### src/rtl/mcs_pkg.sv
package mcs_pkg;
  typedef enum logic [3:0] {
    S_INIT, S_FMAR, S_FRD, S_FPC, S_FIR, S_DEC,
    S_REX, S_RWB, S_MADR, S_LRD, S_LWB, S_SWR, S_BR
  } state_e;

  typedef enum logic [2:0] {
    ALU_ADD = 3'd0, ALU_SUB = 3'd1, ALU_AND = 3'd2, ALU_OR = 3'd3, ALU_SLT = 3'd4
  } alu_op_e;

  localparam logic [5:0] OP_RTYPE = 6'h00;
  localparam logic [5:0] OP_LW    = 6'h23;
  localparam logic [5:0] OP_SW    = 6'h2B;
  localparam logic [5:0] OP_BEQ   = 6'h04;

  localparam logic [5:0] FN_ADD = 6'h20;
  localparam logic [5:0] FN_SUB = 6'h22;
  localparam logic [5:0] FN_AND = 6'h24;
  localparam logic [5:0] FN_OR  = 6'h25;
  localparam logic [5:0] FN_SLT = 6'h2A;
endpackage

### src/rtl/mcs_alu_dec.sv
module mcs_alu_dec
  import mcs_pkg::*;
(
  input  logic [5:0] funct_i,
  output alu_op_e    op_o
);
  always_comb begin
    unique case (funct_i)
      FN_SUB:  op_o = ALU_SUB;
      FN_AND:  op_o = ALU_AND;
      FN_OR:   op_o = ALU_OR;
      FN_SLT:  op_o = ALU_SLT;
      default: op_o = ALU_ADD;
    endcase
  end
endmodule

### src/rtl/mcs_fetch.sv
module mcs_fetch #(
  parameter int unsigned      XLEN   = 32,
  parameter logic [XLEN-1:0]  RST_PC = '0
) (
  input  logic            clk_i,
  input  logic            rst_ni,
  input  logic            clr_i,
  input  logic            mar_pc_i,
  input  logic            mar_alu_i,
  input  logic            mdr_ld_i,
  input  logic            pc_inc_i,
  input  logic            pc_br_i,
  input  logic            ir_ld_i,
  input  logic [XLEN-1:0] rdata_i,
  input  logic [XLEN-1:0] alu_res_i,
  output logic [XLEN-1:0] pc_o,
  output logic [XLEN-1:0] mar_o,
  output logic [XLEN-1:0] mdr_o,
  output logic [XLEN-1:0] ir_o,
  output logic [XLEN-1:0] imm_o
);
  localparam int unsigned IMM_W   = 16;
  localparam int unsigned PC_STEP = XLEN / 8;

  logic [XLEN-1:0] pc_q, mar_q, mdr_q, ir_q, imm_sx;

  assign imm_sx = {{(XLEN-IMM_W){ir_q[IMM_W-1]}}, ir_q[IMM_W-1:0]};

  always_ff @(posedge clk_i or negedge rst_ni) begin
    if (!rst_ni) begin
      pc_q  <= RST_PC;
      mar_q <= '0;
      mdr_q <= '0;
      ir_q  <= '0;
    end else if (clr_i) begin
      pc_q  <= RST_PC;
      mar_q <= '0;
      mdr_q <= '0;
      ir_q  <= '0;
    end else begin
      if (pc_inc_i)     pc_q <= pc_q + XLEN'(PC_STEP);
      else if (pc_br_i) pc_q <= pc_q + (imm_sx << 2);
      if (mar_pc_i)       mar_q <= pc_q;
      else if (mar_alu_i) mar_q <= alu_res_i;
      if (mdr_ld_i) mdr_q <= rdata_i;
      if (ir_ld_i)  ir_q  <= mdr_q;
    end
  end

  assign pc_o  = pc_q;
  assign mar_o = mar_q;
  assign mdr_o = mdr_q;
  assign ir_o  = ir_q;
  assign imm_o = imm_sx;


  pc_frozen_chk: assert property (@(posedge clk_i) disable iff (!rst_ni)
    (!pc_inc_i && !pc_br_i && !clr_i) |=> $stable(pc_q));
endmodule

### src/rtl/mcs_fsm.sv
module mcs_fsm
  import mcs_pkg::*;
(
  input  logic       clk_i,
  input  logic       rst_ni,
  input  logic       en_i,
  input  logic [5:0] opcode_i,
  input  alu_op_e    funct_op_i,
  input  logic       zero_i,
  output logic       clr_o,
  output logic       mar_pc_o,
  output logic       mar_alu_o,
  output logic       mdr_ld_o,
  output logic       pc_inc_o,
  output logic       pc_br_o,
  output logic       ir_ld_o,
  output logic       mem_rd_o,
  output logic       mem_wr_o,
  output logic       reg_we_o,
  output logic       wb_mem_o,
  output logic       alu_src_b_o,
  output alu_op_e    alu_op_o
);
  state_e state_q, state_d;
  logic   in_fetch;

  assign in_fetch = (state_q == S_FMAR) || (state_q == S_FRD) ||
                    (state_q == S_FPC)  || (state_q == S_FIR);

  always_ff @(posedge clk_i or negedge rst_ni) begin
    if (!rst_ni) state_q <= S_INIT;
    else         state_q <= state_d;
  end

  always_comb begin
    state_d     = state_q;
    clr_o       = 1'b0;
    mar_pc_o    = 1'b0;
    mar_alu_o   = 1'b0;
    mdr_ld_o    = 1'b0;
    pc_inc_o    = 1'b0;
    pc_br_o     = 1'b0;
    ir_ld_o     = 1'b0;
    mem_rd_o    = 1'b0;
    mem_wr_o    = 1'b0;
    reg_we_o    = 1'b0;
    wb_mem_o    = 1'b0;
    alu_src_b_o = 1'b0;
    alu_op_o    = ALU_ADD;
    unique case (state_q)
      S_INIT: begin
        clr_o = 1'b1;
        if (en_i) state_d = S_FMAR;
      end
      S_FMAR: if (en_i) begin mar_pc_o = 1'b1; state_d = S_FRD; end
      S_FRD:  if (en_i) begin mem_rd_o = 1'b1; mdr_ld_o = 1'b1; state_d = S_FPC; end
      S_FPC:  if (en_i) begin pc_inc_o = 1'b1; state_d = S_FIR; end
      S_FIR:  if (en_i) begin ir_ld_o = 1'b1; state_d = S_DEC; end
      S_DEC: begin
        unique case (opcode_i)
          OP_RTYPE:     state_d = S_REX;
          OP_LW, OP_SW: state_d = S_MADR;
          OP_BEQ:       state_d = S_BR;
          default:      state_d = S_FMAR;
        endcase
      end
      S_REX: begin alu_op_o = funct_op_i; state_d = S_RWB; end
      S_RWB: begin alu_op_o = funct_op_i; reg_we_o = 1'b1; state_d = S_FMAR; end
      S_MADR: begin
        alu_src_b_o = 1'b1;
        mar_alu_o   = 1'b1;
        state_d     = (opcode_i == OP_LW) ? S_LRD : S_SWR;
      end
      S_LRD: begin mem_rd_o = 1'b1; mdr_ld_o = 1'b1; state_d = S_LWB; end
      S_LWB: begin reg_we_o = 1'b1; wb_mem_o = 1'b1; state_d = S_FMAR; end
      S_SWR: begin mem_wr_o = 1'b1; state_d = S_FMAR; end
      S_BR: begin
        alu_op_o = ALU_SUB;
        pc_br_o  = zero_i;
        state_d  = S_FMAR;
      end
      default: state_d = S_INIT;
    endcase
  end


  fetch_hold_chk: assert property (@(posedge clk_i) disable iff (!rst_ni)
    (in_fetch && !en_i) |=> (state_q == $past(state_q)));

  we_single_chk: assert property (@(posedge clk_i) disable iff (!rst_ni)
    reg_we_o |=> !reg_we_o);

  wr_single_chk: assert property (@(posedge clk_i) disable iff (!rst_ni)
    mem_wr_o |=> !mem_wr_o);

  strobe_excl_chk: assert property (@(posedge clk_i) disable iff (!rst_ni)
    !(mem_rd_o && mem_wr_o) && !(reg_we_o && mem_wr_o));

  read_then_step_chk: assert property (@(posedge clk_i) disable iff (!rst_ni)
    (in_fetch && mem_rd_o) |=> (state_q == S_FPC));
endmodule

### src/rtl/mcs_seq.sv
module mcs_seq
  import mcs_pkg::*;
#(
  parameter int unsigned     XLEN   = 32,
  parameter logic [XLEN-1:0] RST_PC = '0
) (
  input  logic            clk_i,
  input  logic            rst_ni,
  input  logic            en_i,
  input  logic [XLEN-1:0] mem_rdata_i,
  input  logic [XLEN-1:0] alu_res_i,
  input  logic            zero_i,
  output logic [XLEN-1:0] mem_addr_o,
  output logic            mem_rd_o,
  output logic            mem_wr_o,
  output logic [XLEN-1:0] pc_o,
  output logic [XLEN-1:0] ir_o,
  output logic [XLEN-1:0] imm_o,
  output logic [2:0]      alu_op_o,
  output logic            alu_src_b_o,
  output logic            reg_we_o,
  output logic [XLEN-1:0] wb_data_o
);
  localparam int unsigned OPC_LSB = XLEN - 6;

  logic    clr, mar_pc, mar_alu, mdr_ld, pc_inc, pc_br, ir_ld, wb_mem;
  logic [XLEN-1:0] mdr;
  alu_op_e funct_op, alu_op;

  mcs_fetch #(.XLEN(XLEN), .RST_PC(RST_PC)) u_fetch (
    .clk_i     (clk_i),
    .rst_ni    (rst_ni),
    .clr_i     (clr),
    .mar_pc_i  (mar_pc),
    .mar_alu_i (mar_alu),
    .mdr_ld_i  (mdr_ld),
    .pc_inc_i  (pc_inc),
    .pc_br_i   (pc_br),
    .ir_ld_i   (ir_ld),
    .rdata_i   (mem_rdata_i),
    .alu_res_i (alu_res_i),
    .pc_o      (pc_o),
    .mar_o     (mem_addr_o),
    .mdr_o     (mdr),
    .ir_o      (ir_o),
    .imm_o     (imm_o)
  );

  mcs_alu_dec u_alu_dec (
    .funct_i (ir_o[5:0]),
    .op_o    (funct_op)
  );

  mcs_fsm u_fsm (
    .clk_i       (clk_i),
    .rst_ni      (rst_ni),
    .en_i        (en_i),
    .opcode_i    (ir_o[OPC_LSB +: 6]),
    .funct_op_i  (funct_op),
    .zero_i      (zero_i),
    .clr_o       (clr),
    .mar_pc_o    (mar_pc),
    .mar_alu_o   (mar_alu),
    .mdr_ld_o    (mdr_ld),
    .pc_inc_o    (pc_inc),
    .pc_br_o     (pc_br),
    .ir_ld_o     (ir_ld),
    .mem_rd_o    (mem_rd_o),
    .mem_wr_o    (mem_wr_o),
    .reg_we_o    (reg_we_o),
    .wb_mem_o    (wb_mem),
    .alu_src_b_o (alu_src_b_o),
    .alu_op_o    (alu_op)
  );

  assign alu_op_o  = alu_op;
  assign wb_data_o = wb_mem ? mdr : alu_res_i;


  load_wb_chk: assert property (@(posedge clk_i) disable iff (!rst_ni)
    (mem_rd_o && !mar_pc && pc_o != mem_addr_o) |=> (wb_data_o == $past(mem_rdata_i)));
endmodule

### config.mk
export PLATFORM = sky130hd
export DESIGN_NAME = mcs_seq
export DESIGN_NICKNAME = d
export VERILOG_FILES = /design/src/rtl/mcs_pkg.sv /design/src/rtl/mcs_alu_dec.sv /design/src/rtl/mcs_fetch.sv /design/src/rtl/mcs_fsm.sv /design/src/rtl/mcs_seq.sv
export SDC_FILE = /design/constraint.sdc
export NUM_CORES = 1
export LEC_CHECK = 0
export ABC_AREA = 1
export BUFFER_PORTS_ARGS = -buffer_cell sky130_fd_sc_hd__buf_2
export CAP_MARGIN = 20
export CORE_MARGIN = 3
export CORE_UTILIZATION = 48
export CTS_CLUSTER_DIAMETER = 40
export CTS_CLUSTER_SIZE = 40
export DETAILED_ROUTE_END_ITERATION = 8
export GPL_TIMING_DRIVEN = 0
export HOLD_SLACK_MARGIN = 0.1
export PLACE_DENSITY = 0.78
export SETUP_SLACK_MARGIN = 0.02
export SYNTH_ARGS = -nofsm -noshare
export SYNTH_HDL_FRONTEND = slang
export SYNTH_SLANG_ARGS = --single-unit
### constraint.sdc
create_clock -name clk_i -period 3.1 [get_ports clk_i]
set_clock_uncertainty 0.1 [all_clocks]
set_input_delay 0.465 -clock clk_i [delete_from_list [all_inputs] [get_ports clk_i]]
set_output_delay 0.465 -clock clk_i [all_outputs]
set_load 0.1 [all_outputs]
==> metrics.yaml, run 1 <==
synth:
  synth_top_area_share: 0.405
  syn_area_per_cell_sq_um: 7.52
  synth_edf_count: 0
  yosysTopAreaCell: "dfrtp_1"
  netlist-cell-type-count: 50
  syn_inst: 1069
  async_flop_share: 1.00
  synthMostInstantiatedCell: "nand2_1"
  ys_ff_latch: 130
  synth_flop_cell: "dfrtp_1"
  synth_common_cells: "228 x nand2_1, 141 x inv_1, 130 x dfrtp_1"
  synth.area.top_cells: "dfrtp_1 40%, nand2_1 11%, o21ai_0 6.6%"
  yosysWarnings: 0
  synth_area_sq_um: 8040
  ys_seq_area_frac: 0.405
detailed_routing:
  wl_per_cell_microns: 18.4
  dr_total_vias: 8698
  drc: 0
  ant_nets: 0
  drt_iter0_drc: 844
  drt_wl_total_mm: 28.7
  drt-pass1-iter-count: 5
  vias_per_cell: 5.58
clocking:
  cts_buffers: 17
  cts_tree: "built"
  clkTransAtPathRegs_ps: 60
  cts_buffer_depth: 2
  root_buffer: "clkbuf_16"
  htree_levels: 4
  clock-sinks: 130
  clk_latency_ps: 430
final_layout:
  drive_gt1_frac: 0.282
  fin_nets: 1417
  area_growth_pct: 29.0
  n_antenna_cell: 0
  n_fill_cell: 1453
floorplanning:
  rows: 46
  core-area_sq_um: 16100
  dieArea_sq_um: 18300
  initial_core_util: 0.499
  io_pins: 235
  die_x_microns: 135
  die_h_microns: 135
setup_path:
  start_kind: "flip-flop"
  slowest_delay_ps: 460
  path_buf_inv: 4
  end_kind: "output port"
  critPathRequiredTime_ps: 2530
  cp_top_family: "buffers and inverters"
  arrival_ps: 2460
  critPathMostFrequentCell: "clkbuf_2"
  cp_cell_sequence: "buf_4 -> nor2_1 -> nand2_1 -> clkbuf_2 -> clkbuf_2 -> o21ai_0 -> buf_2"
  cp_max_fo: 10
  crit_path_top_delay_cell: "buf_2"
  path_class: "flip-flop to output port"
job:
  max-cap-violations: 0
timing:
  worstMarginPinSlew_ps: 941
  fmax_mhz: 330
  period_needed_ps: 3030
  fin_tns_setup_ps: 0
  finalHoldViolCount: 0
  relSlewSlack: 0.373
  setup_violations: 0
  slew_viol_final: 0
  post-route-period-util: 0.977
  rsz0062_at_grt: "true"
placement:
  dp_hpwl_mm: 21.7
  place_congestion: 0.948
  io_buffers: 232
min_path:
  hp-class: "primary input to flip-flop"
global_routing:
  grtUsageTotal: 0.312
  grt_pass1_vias: 8256
  grt_overflow: 0
  antenna_found_initial: 2
  grt_start_max_net_pins: 89
  grt_pass1_wl_mm: 44.2
run_status:
  status: "finished clean"
-- final cells by class --
type	instances	area, sq um	area share
multi-input cells	711	3830	0.369
repair buffers	244	1360	0.131
well taps	216	270	0.0261
inverters	147	553	0.0533
clock buffers	19	443	0.0427
plain buffers	80	482	0.0465
clock inverters	13	173	0.0167
flip-flops and latches	130	3260	0.314
-- flip-flops by register name (all words and copies together), names as in the netlist --
| name | cells |
|---|---|
| u_fetch.pc_o | 30 |
| u_fetch.mar_o | 32 |
| u_fsm.state_q | 4 |
| u_fetch.mdr_o | 32 |
| u_fetch.ir_o | 32 |
-- placed cells by master, fill, tap and decap left out, types with 9 or more instances in the layout --
cell type    n
nand3_1     79
nor2_1      73
clkbuf_1    29
buf_2      218
a21oi_1     33
nand2_2     19
clkbuf_16   17
clkbuf_4     9
mux2i_1     17
ha_1        16
o22ai_1     35
inv_1      140
nand2_1    221
o21ai_1     28
buf_4       50
o21ai_0     80
o31ai_1     33
dfrtp_1    125
-- timing repair --
item,in CTS,in global routing
pin swaps,5,5
endpoints found under the setup margin,44,33
hold buffers,1,0
setup buffers,6,4
endpoints found under the hold margin,42,0
gates resized for setup,18,37
-- metal layers --
metal,GRT usage,vias to the layer above,share of wire
met3,0.0646,90,0.094
met4,0.153,4,0.041
met1,0.404,4044,0.40
met5,0,-,0.00094
li1,-,4049,-
met2,0.501,511,0.46
-- logic make-up after synthesis --
family	synth area share
and+or+nand+nor	0.232
buffers and inverters	0.128
muxes	0.0212
DFF	0.405
adders and majority gates	0.0290
xor gates and xnor gates	0.00763
other	0.000467
AOI/OAI and AO/OA	0.178
-- worst register-to-register path: cells and delay by family (launching register included) --
kind	cells	cell delay [ps]
flip-flops	1	430
AO/OA/AOI/OAI	1	190
AND/OR/NAND/NOR	3	1030
buffers and inverters	4	1020
-- stage by stage --
stage	cells	setup WS [ps]	hold WS (ps)	util	cell area (sq um)
finish	1560	71.5	168	0.643	10400
global route	1560	-16.9	178	0.643	10400
CTS	1557	15.8	162	0.636	10200
detailed placement	1519	-599	317	0.592	9540
global placement	1518	-569	365	0.590	9500
floorplan	1070	-689	69.4	-	8070
-- worst paths after layout --
| kind | from | end | slack, ps | cells past startpoint |
|---|---|---|---|---|
| setup reg to reg | u_fsm.state_q[3]$_DFFE_PN0P_ | u_fetch.mar_o[12]$_DFFE_PN0P_ | 150 | 8 |
| min in group asynchronous | rst_ni | u_fetch.mar_o[8]$_DFFE_PN0P_ | 430 | 2 |
| max in group asynchronous | rst_ni | u_fetch.pc_o[23]$_DFFE_PN0P_ | 1680 | 3 |
| hold / removal | mem_rdata_i[26] | u_fetch.mdr_o[26]$_DFFE_PN0P_ | 170 | 3 |
| hold reg to reg | u_fetch.ir_o[24]$_DFFE_PN0P_ | u_fetch.ir_o[24]$_DFFE_PN0P_ | 390 | 2 |
| setup / recovery | u_fsm.state_q[0]$_DFFE_PN0P_ | wb_data_o[31] | 70 | 7 |
Power of run 1 is not shown: default switching activity piles up to over one toggle a cycle in this logic, so the estimate is an artifact.
==> run 2, diff against run 1 <==
--- a/config.mk
+++ b/config.mk
@@ -9,13 +9,13 @@
 export BUFFER_PORTS_ARGS = -buffer_cell sky130_fd_sc_hd__buf_2
 export CAP_MARGIN = 20
 export CORE_MARGIN = 3
-export CORE_UTILIZATION = 48
+export CORE_UTILIZATION = 44
 export CTS_CLUSTER_DIAMETER = 40
 export CTS_CLUSTER_SIZE = 40
 export DETAILED_ROUTE_END_ITERATION = 8
 export GPL_TIMING_DRIVEN = 0
 export HOLD_SLACK_MARGIN = 0.1
-export PLACE_DENSITY = 0.78
+export PLACE_DENSITY = 0.72
 export SETUP_SLACK_MARGIN = 0.02
 export SYNTH_ARGS = -nofsm -noshare
 export SYNTH_HDL_FRONTEND = slang
==> metrics.yaml, run 2 (synthesis results as in run 1) <==
run_status:
  status: "finished clean"
final_layout:
  n_fill_cell: 1675  # +15%
  area_growth_pct: 28.9  # about the same
  final_common_cell: "nand2_1"
  drive_gt1_frac: 0.287  # +0.00489
  register_area_sq_um: 3260  # unchanged
  multi_input_area_sq_um: 3830  # about the same
  n_antenna_cell: 0  # unchanged
  final_cell_mix: "221 x nand2_1, 211 x buf_2, 140 x inv_1, 125 x dfrtp_1, 80 x o21ai_0"
  fin_nets: 1422  # +0.35%
detailed_routing:
  drt_iter0_drc: 675  # -20%
  vias_per_cell: 5.48  # -1.7%
  dr_total_vias: 8623  # -0.86%
  drt_wl_total_mm: 29.4  # +2.4%
  ant_nets: 0  # unchanged
  drt-pass1-iter-count: 5  # unchanged
  drc: 0  # unchanged
  wl_per_cell_microns: 18.7  # +1.5%
setup_path:
  crit_path_top_delay_cell: "dfrtp_2"
  arrival_ps: 2450  # about the same
  start_kind: "flip-flop"
  regToRegStartpoint: "u_fsm.state_q[3]$_DFFE_PN0P_"
  path_buf_inv: 4  # unchanged
  rr_worst_depth: 19  # +11
  cp-endpoint: "wb_data_o[14]"
  cp_top_family: "buffers and inverters"
  end_kind: "output port"
  cp_max_fo: 10  # unchanged
  slowest_delay_ps: 440  # -20 ps
  path_class: "flip-flop to output port"
  cp_cell_sequence: "buf_4 -> nor2_1 -> nand2_1 -> clkbuf_2 -> clkbuf_2 -> o21ai_1 -> buf_4"
  crit_cells: 7  # unchanged
  critPathRequiredTime_ps: 2530  # about the same
  r2r_end: "u_fetch.pc_o[20]$_DFFE_PN0P_"
  worstSetupStartpoint: "u_fsm.state_q[2]$_DFFE_PN0P_"
  reg2reg_slack_ps: 120  # -30 ps
placement:
  io_buffers: 232  # unchanged
  place_congestion: 0.932  # -1.7%
  dp_hpwl_mm: 22.1  # +1.8%
clocking:
  cts_tree: "built"
  root_buffer: "clkbuf_16"
  clk_latency_ps: 420  # about the same
  htree_levels: 4  # unchanged
  cts_buffer_depth: 2  # unchanged
  cts_buffers: 17  # unchanged
  clkTransAtPathRegs_ps: 70  # about the same
  clock-sinks: 130  # unchanged
floorplanning:
  die_x_microns: 141  # +4.2%
  die_h_microns: 141  # +4.2%
  dieArea_sq_um: 19900  # +8.7%
  rows: 48  # +4.3%
  io_pins: 235  # unchanged
  core-area_sq_um: 17600  # +9.2%
  initial_core_util: 0.457  # -0.0420
timing:
  finalHoldViolCount: 0  # unchanged
  slew_viol_final: 0  # unchanged
  holdWs_ps: 171  # +2.24 ps
  fin_tns_setup_ps: 0  # unchanged
  relSlewSlack: 0.324  # -0.0486
  setup_violations: 0  # unchanged
  post-route-period-util: 0.972  # -0.00444
  rsz0062_at_grt: "true"
  fmax_mhz: 332  # +0.46%
  worstMarginPinSlew_ps: 1010  # +72.8 ps
  period_needed_ps: 3010  # -13.8 ps
min_path:
  hp-class: "primary input to flip-flop"
global_routing:
  antenna_found_initial: 1  # -1
  grt_pass1_wl_mm: 45.2  # +2.3%
  grt_start_max_net_pins: 70  # -21%
  grtUsageTotal: 0.292  # -0.0206
  grt_overflow: 0  # unchanged
  grt_pass1_vias: 8138  # -1.4%
job:
  max-cap-violations: 0  # unchanged
[run 2: cell type report]
cell class / instances / area share
Tap cell: 225 / 0.0272
Clock inverter: 15 / 0.0135
Buffer: 81 / 0.0472
Clock buffer: 17 / 0.0411
Timing Repair Buffer: 248 / 0.134
Inverter: 147 / 0.0534
Multi-Input combinational cell: 711 / 0.369
Sequential cell: 130 / 0.315
[run 2: per-layer routing]
layer  vias up  part of all wire  wire length [microns]  track usage
met5         -           0.00024                      7            0
met4         2             0.039                   1160        0.124
met3        82             0.092                   2710       0.0563
met2       457              0.45                  13200        0.457
met1      4019              0.42                  12300        0.396
li1       4063                 -                      -            -
[run 2: worst min path at each step]
stage	startpoint	endpoint	slack, ps	cells after the start
3_5_place_dp	u_fetch.ir_o[24]$_DFFE_PN0P_	u_fetch.ir_o[24]$_DFFE_PN0P_	370	2
4_1_cts	mem_rdata_i[24]	u_fetch.mdr_o[24]$_DFFE_PN0P_	160	3
6_report	mem_rdata_i[24]	u_fetch.mdr_o[24]$_DFFE_PN0P_	170	3
2_1_floorplan	rst_ni	u_fetch.ir_o[0]$_DFFE_PN0P_	70	0
3_3_place_gp	u_fetch.ir_o[24]$_DFFE_PN0P_	u_fetch.ir_o[24]$_DFFE_PN0P_	370	2
5_1_grt	mem_rdata_i[7]	u_fetch.mdr_o[7]$_DFFE_PN0P_	180	3
[run 2: what timing repair did]
item,CTS,global route
resized for setup,32,34
cloned,0,0
setup endpoints to repair,44,46
hold buffers,1,0
buffers inserted,8,6
endpoints found under the hold margin,68,0
pin swaps,5,6
[run 2: metrics by stage]
step | util | setup WS, ps | std cells | area (sq um)
after floorplan | - | -689 | 1070 | 8070
after global placement | 0.541 | -637 | 1527 | 9510
after detailed placement | 0.543 | -586 | 1528 | 9550
after CTS | 0.583 | 20.8 | 1568 | 10300
after global routing | 0.589 | -7.93 | 1574 | 10400
final | 0.589 | 85.3 | 1574 | 10400
[run 2: worst min-delay path: stages]
cell and delay [ps]:
buf_2 80, nand3_1 60, o21ai_0 60
Power of run 2 is left out for the same reason.
==> run 3, diff against run 2 <==
--- a/config.mk
+++ b/config.mk
@@ -16,7 +16,7 @@
 export GPL_TIMING_DRIVEN = 0
 export HOLD_SLACK_MARGIN = 0.1
 export PLACE_DENSITY = 0.72
-export SETUP_SLACK_MARGIN = 0.02
+export SETUP_SLACK_MARGIN = 0.3
 export SYNTH_ARGS = -nofsm -noshare
 export SYNTH_HDL_FRONTEND = slang
 export SYNTH_SLANG_ARGS = --single-unit
==> metrics.yaml, run 3 (synthesis results as in run 1) <==
final_layout:
  fin_nets: 1441  # +1.3%
  n_antenna_cell: 0  # unchanged
  final_common_cell: "nand2_1"
  n_fill_cell: 1550  # -7.5%
  register_area_sq_um: 3270  # +0.38%
  multi_input_area_sq_um: 4260  # +11%
  area_growth_pct: 39.0
  final_util: 0.635  # +0.0461
  final_design_area_no_fill_sq_um: 11200  # +7.8%
  final_cell_mix: "208 x nand2_1, 203 x buf_2, 131 x inv_1, 119 x dfrtp_1, 76 x nand3_1"
  drive_gt1_frac: 0.357  # +0.0706
  final-instance-count-excl-fill: 1593  # +1.2%
setup_path:
  start_kind: "flip-flop"
  slowest_delay_ps: 410  # -30 ps
  path_class: "flip-flop to flip-flop"
  critPathRequiredTime_ps: 3320  # +790 ps
  crit_path_top_delay_cell: "dfrtp_1"
  cp_cell_sequence: "nand2_2 -> inv_4 -> nand3_4 -> buf_8 -> buf_8 -> nand2_4 -> ha_4 -> inv_2 -> fa_2 -> nand3b_1 -> nand2_2 -> nand2_2 -> nand2_2 -> inv_2 -> o21ai_4 -> inv_2 -> o21ai_4 -> nand2_1 -> nand2_1 -> nand2_1 -> nand3_1 -> nand2_1"
  arrival_ps: 3190  # +740 ps
  cp_top_family: "simple AND/OR/NAND/NOR gates"
  end_kind: "flip-flop"
  cp_max_fo: 4  # -6
  path_buf_inv: 6  # +2
timing:
  finalHoldViolCount: 0  # unchanged
  post-route-period-util: 0.958  # -0.0144
  slew_viol_final: 0  # unchanged
  rsz0062_at_grt: "true"
  setup_violations: 0  # unchanged
  fmax_mhz: 337  # +1.5%
  period_needed_ps: 2970  # -44.5 ps
  worstMarginPinSlew_ps: 918  # -96.0 ps
  relSlewSlack: 0.388  # +0.0640
run_status:
  status: "finished clean"
global_routing:
  antenna_found_initial: 0  # -1
  grt_pass1_wl_mm: 44.6  # -1.4%
  grt_pass1_vias: 8136  # -0.025%
  grt_overflow: 0  # unchanged
  grtUsageTotal: 0.286  # -0.00572
  grt_start_max_net_pins: 85  # +21%
job:
  max-cap-violations: 0  # unchanged
floorplanning:
  initial_core_util: 0.457  # unchanged
  core-area_sq_um: 17600  # unchanged
  dieArea_sq_um: 19900  # unchanged
  io_pins: 235  # unchanged
  die_x_microns: 141  # unchanged
  die_h_microns: 141  # unchanged
  rows: 48  # unchanged
detailed_routing:
  drt_wl_total_mm: 29.7  # +1.0%
  ant_nets: 0  # unchanged
  drt_iter0_drc: 684  # +1.3%
  wl_per_cell_microns: 18.6  # -0.18%
  dr_total_vias: 8751  # +1.5%
  drt-pass1-iter-count: 7  # +2
  drc: 0  # unchanged
  vias_per_cell: 5.49  # +0.27%
placement:
  place_area_sq_um: 9700  # +1.6%
  io_buffers: 232  # unchanged
  dp.cells: 1528  # unchanged
  dp_hpwl_mm: 22.0  # -0.32%
  place_congestion: 0.976  # +4.6%
clocking:
  root_buffer: "clkbuf_16"
  cts_tree: "built"
  cts_buffer_depth: 2  # unchanged
  clkTransAtPathRegs_ps: 70  # about the same
  clock-sinks: 130  # unchanged
  clk_latency_ps: 430  # about the same
  htree_levels: 4  # unchanged
  cts_buffers: 17  # unchanged
min_path:
  hp-class: "primary input to flip-flop"
[run 3: layout make-up]
type / instances / area share
clock inverter: 14 / 0.0148
clock buffer: 18 / 0.0384
sequential: 130 / 0.293
timing repair buffer: 266 / 0.151
tap: 225 / 0.0252
buffer: 82 / 0.0470
multi-input combinational: 711 / 0.381
inverter: 147 / 0.0496
[run 3: timing repair]
action | CTS | global route
hold endpoints to repair | 46 | 0
gates cloned | 1 | 0
hold buffers | 1 | 0
pin swaps | 13 | 25
endpoints found under the setup margin | 53 | 113
setup buffers | 16 | 15
resized for setup | 89 | 79
[run 3: layer usage]
metal	up-vias	part of all wire	GRT usage	wire length, microns
li1	4090	-	-	-
met1	4223	0.42	0.394	12400
met2	384	0.49	0.468	14500
met3	54	0.072	0.0478	2130
met4	0	0.022	0.0785	644
met5	-	0	0	0
[run 3: worst reg2reg max path, cell delays in order, from the launching register on]
cell and delay, ps:
dfrtp_1 410, nand2_2 110, inv_4 80, nand3_4 80, buf_8 140, buf_8 120, nand2_4 60, ha_4 130
inv_2 30, fa_2 330, nand3b_1 180, nand2_2 130, nand2_2 70, nand2_2 80, inv_2 60, o21ai_4 160
inv_2 60, o21ai_4 230, nand2_1 110, nand2_1 70, nand2_1 40, nand3_1 60, nand2_1 50
[run 3: metrics by stage]
stage	hold slack, ps	TNS, ps	setup slack, ps
floorplan	69.4	-4560	-456
finish	167	0	130
detailed placement	325	-653	-247
global route	161	0	12.1
global placement	362	-48830	-798
CTS	155	0	193
[run 3: worst paths after layout]
| check | start | end | slack (ps) | cells after the start |
|---|---|---|---|---|
| setup / recovery | u_fsm.state_q[1]$_DFFE_PN0P_ | u_fetch.pc_o[24]$_DFFE_PN0P_ | 130 | 22 |
| hold / removal | mem_rdata_i[25] | u_fetch.mdr_o[25]$_DFFE_PN0P_ | 170 | 3 |
| setup reg to reg | u_fsm.state_q[1]$_DFFE_PN0P_ | u_fetch.pc_o[24]$_DFFE_PN0P_ | 130 | 22 |
| hold reg to reg | u_fetch.ir_o[21]$_DFFE_PN0P_ | u_fetch.ir_o[21]$_DFFE_PN0P_ | 380 | 2 |
| max in group asynchronous | rst_ni | u_fetch.ir_o[5]$_DFFE_PN0P_ | 1640 | 3 |
| min in group asynchronous | rst_ni | u_fetch.mdr_o[8]$_DFFE_PN0P_ | 430 | 2 |
Power of run 3 is left out for the same reason.
